`config.mk`:
```
export PLATFORM = sky130hd
export DESIGN_NAME = hint_stack_dir
export DESIGN_NICKNAME = d
export VERILOG_FILES = /design/src/rtl/hsd_pkg.sv /design/src/rtl/hsd_match.sv /design/src/rtl/hsd_next.sv /design/src/rtl/hint_stack_dir.sv
export SDC_FILE = /design/constraint.sdc
export NUM_CORES = 1
export LEC_CHECK = 0
export ABC_AREA = 1
export BUFFER_PORTS_ARGS = -buffer_cell sky130_fd_sc_hd__clkbuf_2
export CAP_MARGIN = 20
export CORE_MARGIN = 2
export CORE_UTILIZATION = 35
export DETAILED_ROUTE_END_ITERATION = 10
export MAX_ROUTING_LAYER = met4
export PLACE_DENSITY_LB_ADDON = 0.15
export SETUP_SLACK_MARGIN = 0.1
export SYNTH_ARGS = -nofsm -noshare
export SYNTH_HDL_FRONTEND = slang
export SYNTH_SLANG_ARGS = --single-unit
```
`constraint.sdc`:
```
create_clock -name clk -period 3.3 [get_ports clk]
set_input_delay 0.33 -clock clk [delete_from_list [all_inputs] [get_ports clk]]
set_output_delay 0.33 -clock clk [all_outputs]
set_load 0.05 [all_outputs]
```
`src/rtl/hsd_pkg.sv`:
```
package hsd_pkg;

    typedef enum logic [1:0] {
        HINT_NORMAL   = 2'b00,
        HINT_BYPASS   = 2'b01,
        HINT_TRESPASS = 2'b10,
        HINT_SPARE    = 2'b11
    } hint_e;

    typedef struct packed {
        hint_e mode;
        logic  hit;
    } acc_kind_t;

    // The spare code is folded onto normal handling.
    function automatic hint_e resolve_hint(input logic [1:0] raw);
        hint_e h;
        h = hint_e'(raw);
        if (h == HINT_SPARE) h = HINT_NORMAL;
        return h;
    endfunction

endpackage

```
`src/rtl/hsd_match.sv`:
```
module hsd_match #(
    parameter int DEPTH = 8,
    parameter int TW    = 16,
    localparam int IW   = $clog2(DEPTH)
) (
    input  logic [DEPTH-1:0][TW-1:0] tags,
    input  logic [DEPTH-1:0]         valid,
    input  logic [TW-1:0]            probe,
    output logic                     found,
    output logic [IW-1:0]            found_idx
);

    logic [DEPTH-1:0] match;

    genvar g;
    generate
        for (g = 0; g < DEPTH; g++) begin : g_cmp
            assign match[g] = valid[g] && (tags[g] == probe);
        end
    endgenerate

    assign found = |match;

    always_comb begin
        found_idx = '0;
        for (int i = 0; i < DEPTH; i++) begin
            if (match[i]) found_idx = IW'(i);
        end
    end

endmodule

```
`src/rtl/hsd_next.sv`:
```
module hsd_next
    import hsd_pkg::*;
#(
    parameter int DEPTH = 8,
    parameter int TW    = 16,
    localparam int IW   = $clog2(DEPTH),
    localparam int CW   = $clog2(DEPTH + 1)
) (
    input  logic [DEPTH-1:0][TW-1:0] tags_q,
    input  logic [DEPTH-1:0]         valid_q,
    input  logic [CW-1:0]            count_q,
    input  acc_kind_t                kind,
    input  logic [IW-1:0]            hit_idx,
    input  logic [TW-1:0]            req_tag,
    output logic [DEPTH-1:0][TW-1:0] tags_d,
    output logic [DEPTH-1:0]         valid_d,
    output logic [CW-1:0]            count_d,
    output logic                     ev_d,
    output logic [TW-1:0]            ev_tag_d
);

    int cnt;
    int hidx;
    logic full;

    always_comb begin
        cnt      = int'(count_q);
        hidx     = int'(hit_idx);
        full     = (cnt == DEPTH);
        tags_d   = tags_q;
        valid_d  = valid_q;
        count_d  = count_q;
        ev_d     = 1'b0;
        ev_tag_d = '0;
        unique case (kind.mode)
            HINT_BYPASS: begin
                if (kind.hit) begin
                    for (int i = 0; i < DEPTH - 1; i++) begin
                        if (i >= hidx && i < cnt - 1) tags_d[i] = tags_q[i + 1];
                    end
                    if (cnt > 0) tags_d[cnt - 1] = req_tag;
                end else if (full) begin
                    ev_d              = 1'b1;
                    ev_tag_d          = tags_q[DEPTH - 1];
                    tags_d[DEPTH - 1] = req_tag;
                end else begin
                    tags_d[cnt]  = req_tag;
                    valid_d[cnt] = 1'b1;
                    count_d      = count_q + CW'(1);
                end
            end
            HINT_TRESPASS: begin
                if (kind.hit) begin
                    if (hidx != 0) begin
                        ev_d      = 1'b1;
                        ev_tag_d  = tags_q[0];
                        tags_d[0] = req_tag;
                        for (int i = 0; i < DEPTH - 1; i++) begin
                            if (i >= hidx && i < cnt - 1) tags_d[i] = tags_q[i + 1];
                        end
                        if (cnt > 1) begin
                            tags_d[cnt - 1]  = '0;
                            valid_d[cnt - 1] = 1'b0;
                        end
                        count_d = count_q - CW'(1);
                    end
                end else begin
                    if (cnt != 0) begin
                        ev_d     = 1'b1;
                        ev_tag_d = tags_q[0];
                    end else begin
                        valid_d[0] = 1'b1;
                        count_d    = CW'(1);
                    end
                    tags_d[0] = req_tag;
                end
            end
            default: begin
                if (kind.hit) begin
                    for (int i = 1; i < DEPTH; i++) begin
                        if (i <= hidx) tags_d[i] = tags_q[i - 1];
                    end
                end else begin
                    if (full) begin
                        ev_d     = 1'b1;
                        ev_tag_d = tags_q[DEPTH - 1];
                    end else begin
                        count_d = count_q + CW'(1);
                    end
                    for (int i = 1; i < DEPTH; i++) tags_d[i] = tags_q[i - 1];
                    valid_d = {valid_q[DEPTH-2:0], 1'b1};
                end
                tags_d[0] = req_tag;
            end
        endcase
    end

endmodule

```
`src/rtl/hint_stack_dir.sv`:
```
module hint_stack_dir
    import hsd_pkg::*;
#(
    parameter int DEPTH = 8,
    parameter int TW    = 16,
    localparam int IW   = $clog2(DEPTH),
    localparam int CW   = $clog2(DEPTH + 1)
) (
    input  logic          clk,
    input  logic          rst,
    input  logic          access_valid,
    input  logic [TW-1:0] access_tag,
    input  logic [1:0]    access_hint,
    output logic          hit,
    output logic          evict_valid,
    output logic [TW-1:0] evict_tag,
    output logic [CW-1:0] occupancy
);

    logic [DEPTH-1:0][TW-1:0] tags_q, tags_d;
    logic [DEPTH-1:0]         valid_q, valid_d;
    logic [CW-1:0]            count_q, count_d;
    logic                     found;
    logic [IW-1:0]            found_idx;
    logic                     ev_d;
    logic [TW-1:0]            ev_tag_d;
    acc_kind_t                kind;

    hsd_match #(.DEPTH(DEPTH), .TW(TW)) u_match (
        .tags      (tags_q),
        .valid     (valid_q),
        .probe     (access_tag),
        .found     (found),
        .found_idx (found_idx)
    );

    assign kind.mode = resolve_hint(access_hint);
    assign kind.hit  = found;

    hsd_next #(.DEPTH(DEPTH), .TW(TW)) u_next (
        .tags_q   (tags_q),
        .valid_q  (valid_q),
        .count_q  (count_q),
        .kind     (kind),
        .hit_idx  (found_idx),
        .req_tag  (access_tag),
        .tags_d   (tags_d),
        .valid_d  (valid_d),
        .count_d  (count_d),
        .ev_d     (ev_d),
        .ev_tag_d (ev_tag_d)
    );

    always_ff @(posedge clk) begin
        if (rst) begin
            tags_q      <= '0;
            valid_q     <= '0;
            count_q     <= '0;
            hit         <= 1'b0;
            evict_valid <= 1'b0;
            evict_tag   <= '0;
        end else if (access_valid) begin
            tags_q      <= tags_d;
            valid_q     <= valid_d;
            count_q     <= count_d;
            hit         <= found;
            evict_valid <= ev_d;
            evict_tag   <= ev_tag_d;
        end else begin
            hit         <= 1'b0;
            evict_valid <= 1'b0;
            evict_tag   <= '0;
        end
    end

    assign occupancy = count_q;

    // Checker-side mask of the positions that should be valid.
    logic [DEPTH:0] occ_mask;
    assign occ_mask = ({{DEPTH{1'b0}}, 1'b1} << count_q) - 1'b1;

    a_r11_packed_run: assert property (@(posedge clk) disable iff (rst)
        valid_q == occ_mask[DEPTH-1:0]);

    a_r11_occ_bound: assert property (@(posedge clk) disable iff (rst)
        int'(occupancy) <= DEPTH);

    a_r11_quiet_tag: assert property (@(posedge clk) disable iff (rst)
        !evict_valid |-> evict_tag == '0);

    a_r3_evict_only_full: assert property (@(posedge clk) disable iff (rst)
        access_valid && access_hint[1] == access_hint[0] && int'(occupancy) != DEPTH
        |=> !evict_valid);

    a_r4_hit_keeps_all: assert property (@(posedge clk) disable iff (rst)
        access_valid && access_hint != 2'b10 |=> !(hit && evict_valid));

    a_r7_no_growth: assert property (@(posedge clk) disable iff (rst)
        access_valid && access_hint == 2'b10 && occupancy != '0
        |=> occupancy <= $past(occupancy));

    a_r10_idle_hold: assert property (@(posedge clk) disable iff (rst)
        !access_valid |=> !hit && !evict_valid && occupancy == $past(occupancy));

endmodule

```
; Word level (Yosys, flattened, before mapping)
; Index checks and enable logic that the tools add are counted.
[classes]
n_mux = 105
n_addsub = 3
n_lt_le_gt_ge = 27
n_reduce_logical = 32
n_bitwise = 6
n_eq_ne = 32
[op_table]
columns = operator, count
row1 = $mux 16, 60
row2 = $mux 128, 4
row3 = $mux 112, 3
row4 = $bwmux 128, 2
row5 = $pmux 128 s2, 1
row6 = $and 128x128->128, 1
row7 = $eq 16x16->1, 8
row8 = $not 128->128, 1
row9 = $demux 16 s3, 2
row10 = $lt 4x32->1 const A, 3
row11 = $lt 3x32->1 const A, 2
row12 = $mux 8, 5
row13 = $reduce_and 5->1, 7
row14 = $ge 32x1->1 const B, 1
row15 = $lt 1x32->1 const A, 1
row16 = $lt 2x32->1 const A, 1
row17 = $lt 32x5->1 const B, 1
row18 = $ne 4x1->1 const B, 7
row19 = $mux 4, 6
row20 = $logic_and 1x1->1, 17
row21 = $pmux 8 s2, 1
row22 = $reduce_and 7->1, 2
row23 = $le 3x3->1 const A, 4
row24 = $mux 3, 4
row25 = 32 further kinds, 61
[word_totals]
regBits = 158
elab_cells = 219
out_inout_bits = 22
inputBits = 21

; Logic depth before layout (Yosys ltp)
[logic_depth]
ltp_word = 20
mapped_depth = 24
mapped_depth_nobuf = 21

; Cells and area by module
; From an unflattened synthesis, not the netlist that was laid out.
[unflattened]
cells_unflattened = 3792
hier_area_um2 = 19518.7
[by_module_without_submodules]
columns = mod, area_per_inst_um2, seq_area_each_um2, n_inst, cells_each
row1 = hsd_next, 11449.7, 0.0, 1, 2469
row2 = hint_stack_dir, 6202.2, 3163.0, 1, 947
row3 = hsd_match, 1866.8, 0.0, 1, 376

; Least setup slack after synthesis
; OpenSTA, ideal clock, no wires.
[synth_timing]
kind = register to register
from = register count_q[0] (netlist: occupancy[0])
to = register tags_q[120] (netlist bit)
setup_slack_ns = 0.229
n_path_buf = 1
setup_time_ns = 0.128
path_stages_with_launch = 18
t_arrival_ns = 2.943
period_less_slack_ns = 3.071
path_cell_list = dfxtp_1 inv_1 ha_1 nand2_1 inv_1 nor2_1 inv_1 nor2_1 inv_1 nor2_1 clkbuf_1 a211oi_1 o211ai_1 nand3_1 o21ai_0 nand2_1 o21ai_1 nor2_1
[synth_via]
elab_chain_len = 11
[synth_lines]
columns = item, line_no
row1 = start: declaration, hint_stack_dir.sv:22  ; logic [CW-1:0] count_q, count_d;
row2 = start signal: assignment, hint_stack_dir.sv:65  ; count_q <= count_d;
row3 = $sub 4x1->5, "hsd_next.sv:41, hsd_next.sv:62"
row4 = $ge 32x1->1 (not written as such) or $lt 32x5->1 (tied branches), "hsd_next.sv:41, hsd_next.sv:62"
row5 = $logic_and 1x1->1 (not written as such), "hsd_next.sv:41, hsd_next.sv:62"
row6 = $mux 16 (not written as such), "hsd_next.sv:41, hsd_next.sv:62"
row7 = $demux 16 s3, --
row8 = $not 128->128 (no line), --
row9 = $and 128x128->128 (no line), --
row10 = $mux 128, hsd_next.sv:61  ; if (cnt > 1) begin
row11 = $mux 128, hsd_next.sv:54  ; if (hidx != 0) begin
row12 = $mux 112, hsd_next.sv:53  ; if (kind.hit) begin
row13 = $pmux 128 s2, hsd_next.sv:35  ; unique case (kind.mode)
row14 = end signal: assignment, hint_stack_dir.sv:63  ; tags_q <= tags_d;
row15 = end: declaration, hint_stack_dir.sv:20  ; logic [DEPTH-1:0][TW-1:0] tags_q, tags_d;
; Several ways; a longest one is shown, not always the timed one. The select of a mux whose other input is x is not followed.
; A chain may end at the register's enable or synchronous reset.

; Final worst setup path
[layout_timing]
from = register tags_q[115] (netlist bit)
to = register tags_q[109] (netlist bit)
[layout_via]
elab_chain_len = 14
[layout_lines]
columns = item, line_no
row1 = $eq 16x16->1 (*), hsd_match.sv:18  ; assign match[g] = valid[g] && (tags[g] == probe);
row2 = $logic_and 1x1->1 (*), hsd_match.sv:18
row3 = $mux 3, hsd_match.sv:27  ; if (match[i]) found_idx = IW'(i);
row4 = $ge 3x3->1, "hsd_next.sv:39, hsd_next.sv:59"
row5 = $logic_and 1x1->1, "hsd_next.sv:39, hsd_next.sv:59"
row6 = $mux 16, "hsd_next.sv:39, hsd_next.sv:59"
row7 = $mux 16, hsd_next.sv:54
row8 = $mux 16, hsd_next.sv:53
row9 = $mux 16, hsd_next.sv:35
row10 = $and 128x128->128 (no line), --
row11 = $mux 128, hsd_next.sv:61
row12 = $mux 128, hsd_next.sv:54
row13 = $mux 112, hsd_next.sv:53
row14 = $pmux 128 s2, hsd_next.sv:35
; Every way passes the cells marked *; elsewhere a longest branch is shown, timed or not. The select of a mux whose other input is x is not followed.

==> flow_summary.ini <==
[status]
status = finished clean

[sta]
max_clock_freq_mhz = 337
fin_ws_ns = 0.329
rsz0062_at_grt = true
slew_violations = 0
post-route-period-util_pct = 90.0
finalSetupTns_ns = 0
finalHoldViolCount = 0
worst_pin_slew_ns = 0.798
min_period_ns = 2.97
slew_headroom_pct = 46.7
skew_ns = 0.0131
setup_viol = 0

[clocking]
cts_buffers = 17
hold_buffers = 0
clk_pin_slew_ns = 0.07
clk_latency_ns = 0.51
cts_sinks = 158
clock-root-buffer = clkbuf_16
cts_tree = done
clk_path_buf_depth = 2
htreeDepth = 4

[drt]
wl_per_cell_um = 21.8
vias_per_cell = 5.60
vias = 23100
drtIter0Drc = 3046
routed_wl_mm = 90.1
route.detailed.drc = 0
first_pass_iters = 7
ant_nets = 0

[synth]
synth_area_per_cell_um2 = 5.28
synth_cells = 3414
yosysWarnings = 0
syn_nets = 3443
synth_area_leaders = nand2_1 (23%), dfxtp_1 (18%), o21ai_0 (15%)
synth_flop_cell = dfxtp_1
synth_edf_count = 0
yosysSeqAreaShare_pct = 17.5
async_reset_ff_share_pct = 0
synth_seq_cells = 158
synth.distinct_cells = 52
synth_top_area_share_pct = 23.2
yosysTopAreaCell = nand2_1
synth_area_um2 = 18000

[layout]
filler_cell_count = 5785
final_cell_mix = nand2_1 (1,113), o21ai_0 (529), nor2_1 (339)
area_growth_pct = 15.1
final_common_cell = nand2_1
seq_area_um2 = 3170
fin_util_pct = 40.6
drive_gt1_share_pct = 11.8
multi_input_area_um2 = 12600
fin_nets = 3460

[floorplanning]
die_w_um = 231
rows = 83
ios = 43
core_area_um2 = 51100
die_area_um2 = 53400
die-height_um = 231
start_util_pct = 35.3

[placement]
pre_cts_slack_ns = 0.169
port-buffer-count = 42
dp_hpwl_mm = 65.7
finalWeightedCongestion = 1.02

[grt]
grt_pass1_wl_mm = 134
antenna_found_initial = 1
grt_pass1_vias = 20600
grt_max_degree = 103
gr-total-overflow = 0
grt_use_total_pct = 34.3

[power]
p_leak_nw = 9.28
p_per_area_nw_per_um2 = 419
irDropWorstVdd_mv = 0.488

[min_path]
whs_path_depth = 3
hp-class = in -> reg

[critical_path]
crit_fanout = 32
setup.worst_path.end_class = flip-flop
r2r_slack_ns = 0.33
worstPathArrival_ns = 3.41
required_ns = 3.74
r2r_cells = 18
cp-start-kind = flip-flop
worst-setup-path-type = reg -> reg

[job]
maxCapViolCount = 0
==> logic make-up after synthesis <==
group	share of synthesized area, %
mux	0.388
flops	17.5
simple gates	40.5
buf+inv	12.7
fa+ha+maj	0.555
compound gates	26.7
xor+xnor	1.65
==> synth_stat cells, drive strengths merged, types with 2 or more instances <==
library cell and n:
and3 4, clkbuf 156, nor3 17, nor3b 9, o21ai 613, ha 8, o22ai 8, a21oi 207
mux2i 7, clkinv 4, dfxtp 158, inv 288, nand4 69, o211ai 20, a211oi 32, or2 9
a31oi 2, nand3b 8, buf 100, nand3 167, nor2 358, xnor2 21, o311ai 6, xor2 13
nand2 1126
==> per-stage QoR <==
step	instance area (µm²)	cells	hold slack, ns	power (mW)
3_5_place_dp	20100	4091	0.460	6.32
5_1_grt	20800	4125	0.391	9.23
6_report	20800	4125	0.398	8.71
2_1_floorplan	18000	3414	0.444	4.87
3_3_place_gp	20100	4091	0.462	6.32
4_1_cts	20700	4123	0.398	8.62
==> cell type report <==
| class | count | share of cell area, % |
|---|---|---|
| tap | 680 | 4.10 |
| clock inverter | 14 | 1.00 |
| sequential | 158 | 15.3 |
| multi-input combinational | 2708 | 60.9 |
| antenna | 1 | 0.0120 |
| inverter | 292 | 5.34 |
| timing repair buffer | 254 | 11.4 |
| clock buffer | 18 | 2.07 |
==> registers in the layout, summed over array words and instances, names as in the netlist <==
name / flops
evict_valid: 1
hit: 1
evict_tag: 16
tags_q: 128
occupancy: 4
valid_q: 8
==> repair_timing <==
| item | in CTS | in global routing |
|---|---|---|
| endpoints found under the setup margin | 0 | 63 |
| buffers inserted | 0 | 1 |
| gates resized for setup | 0 | 8 |
==> power breakdown <==
group          internal (mW)  switching [mW]
Clock                   1.28            1.01
Combinational           1.37            2.76
Sequential              2.05           0.231
Total                   4.70            4.01
==> layer usage <==
metal  GRT usage (%)  share of wire, %  vias to the layer above
met5               -                 0                        -
met4            14.6               4.8                        0
met3            7.27                10                      213
met2            50.2                42                     1226
met1            45.4                43                    10500
li1                -                 -                    11200
==> worst paths after layout <==
check | start | to
min reg2reg | tags_q[31]$_SDFFE_PP0P_ | tags_q[31]$_SDFFE_PP0P_
max reg2reg | tags_q[115]$_SDFFE_PP0P_ | tags_q[109]$_SDFFE_PP0P_
max | tags_q[115]$_SDFFE_PP0P_ | tags_q[109]$_SDFFE_PP0P_
min | rst | tags_q[119]$_SDFFE_PP0P_
==> worst max-delay path, stage by stage, from the launching register on <==
cell      delay, ns
dfxtp_1        0.54
inv_1          0.10
nand2_1        0.11
nand2_1        0.07
nor2_1         0.11
nand3b_1       0.07
nor2_1         0.10
nand3_1        0.19
buf_4          0.28
nand2_1        0.16
buf_12         0.20
nor2_1         0.09
a211oi_1       0.37
o21ai_0        0.14
nand3_1        0.08
o21ai_0        0.08
nand2_1        0.07
o21ai_1        0.05
nor2_1         0.09
No activity file was read; power rests on OpenSTA's default activity.
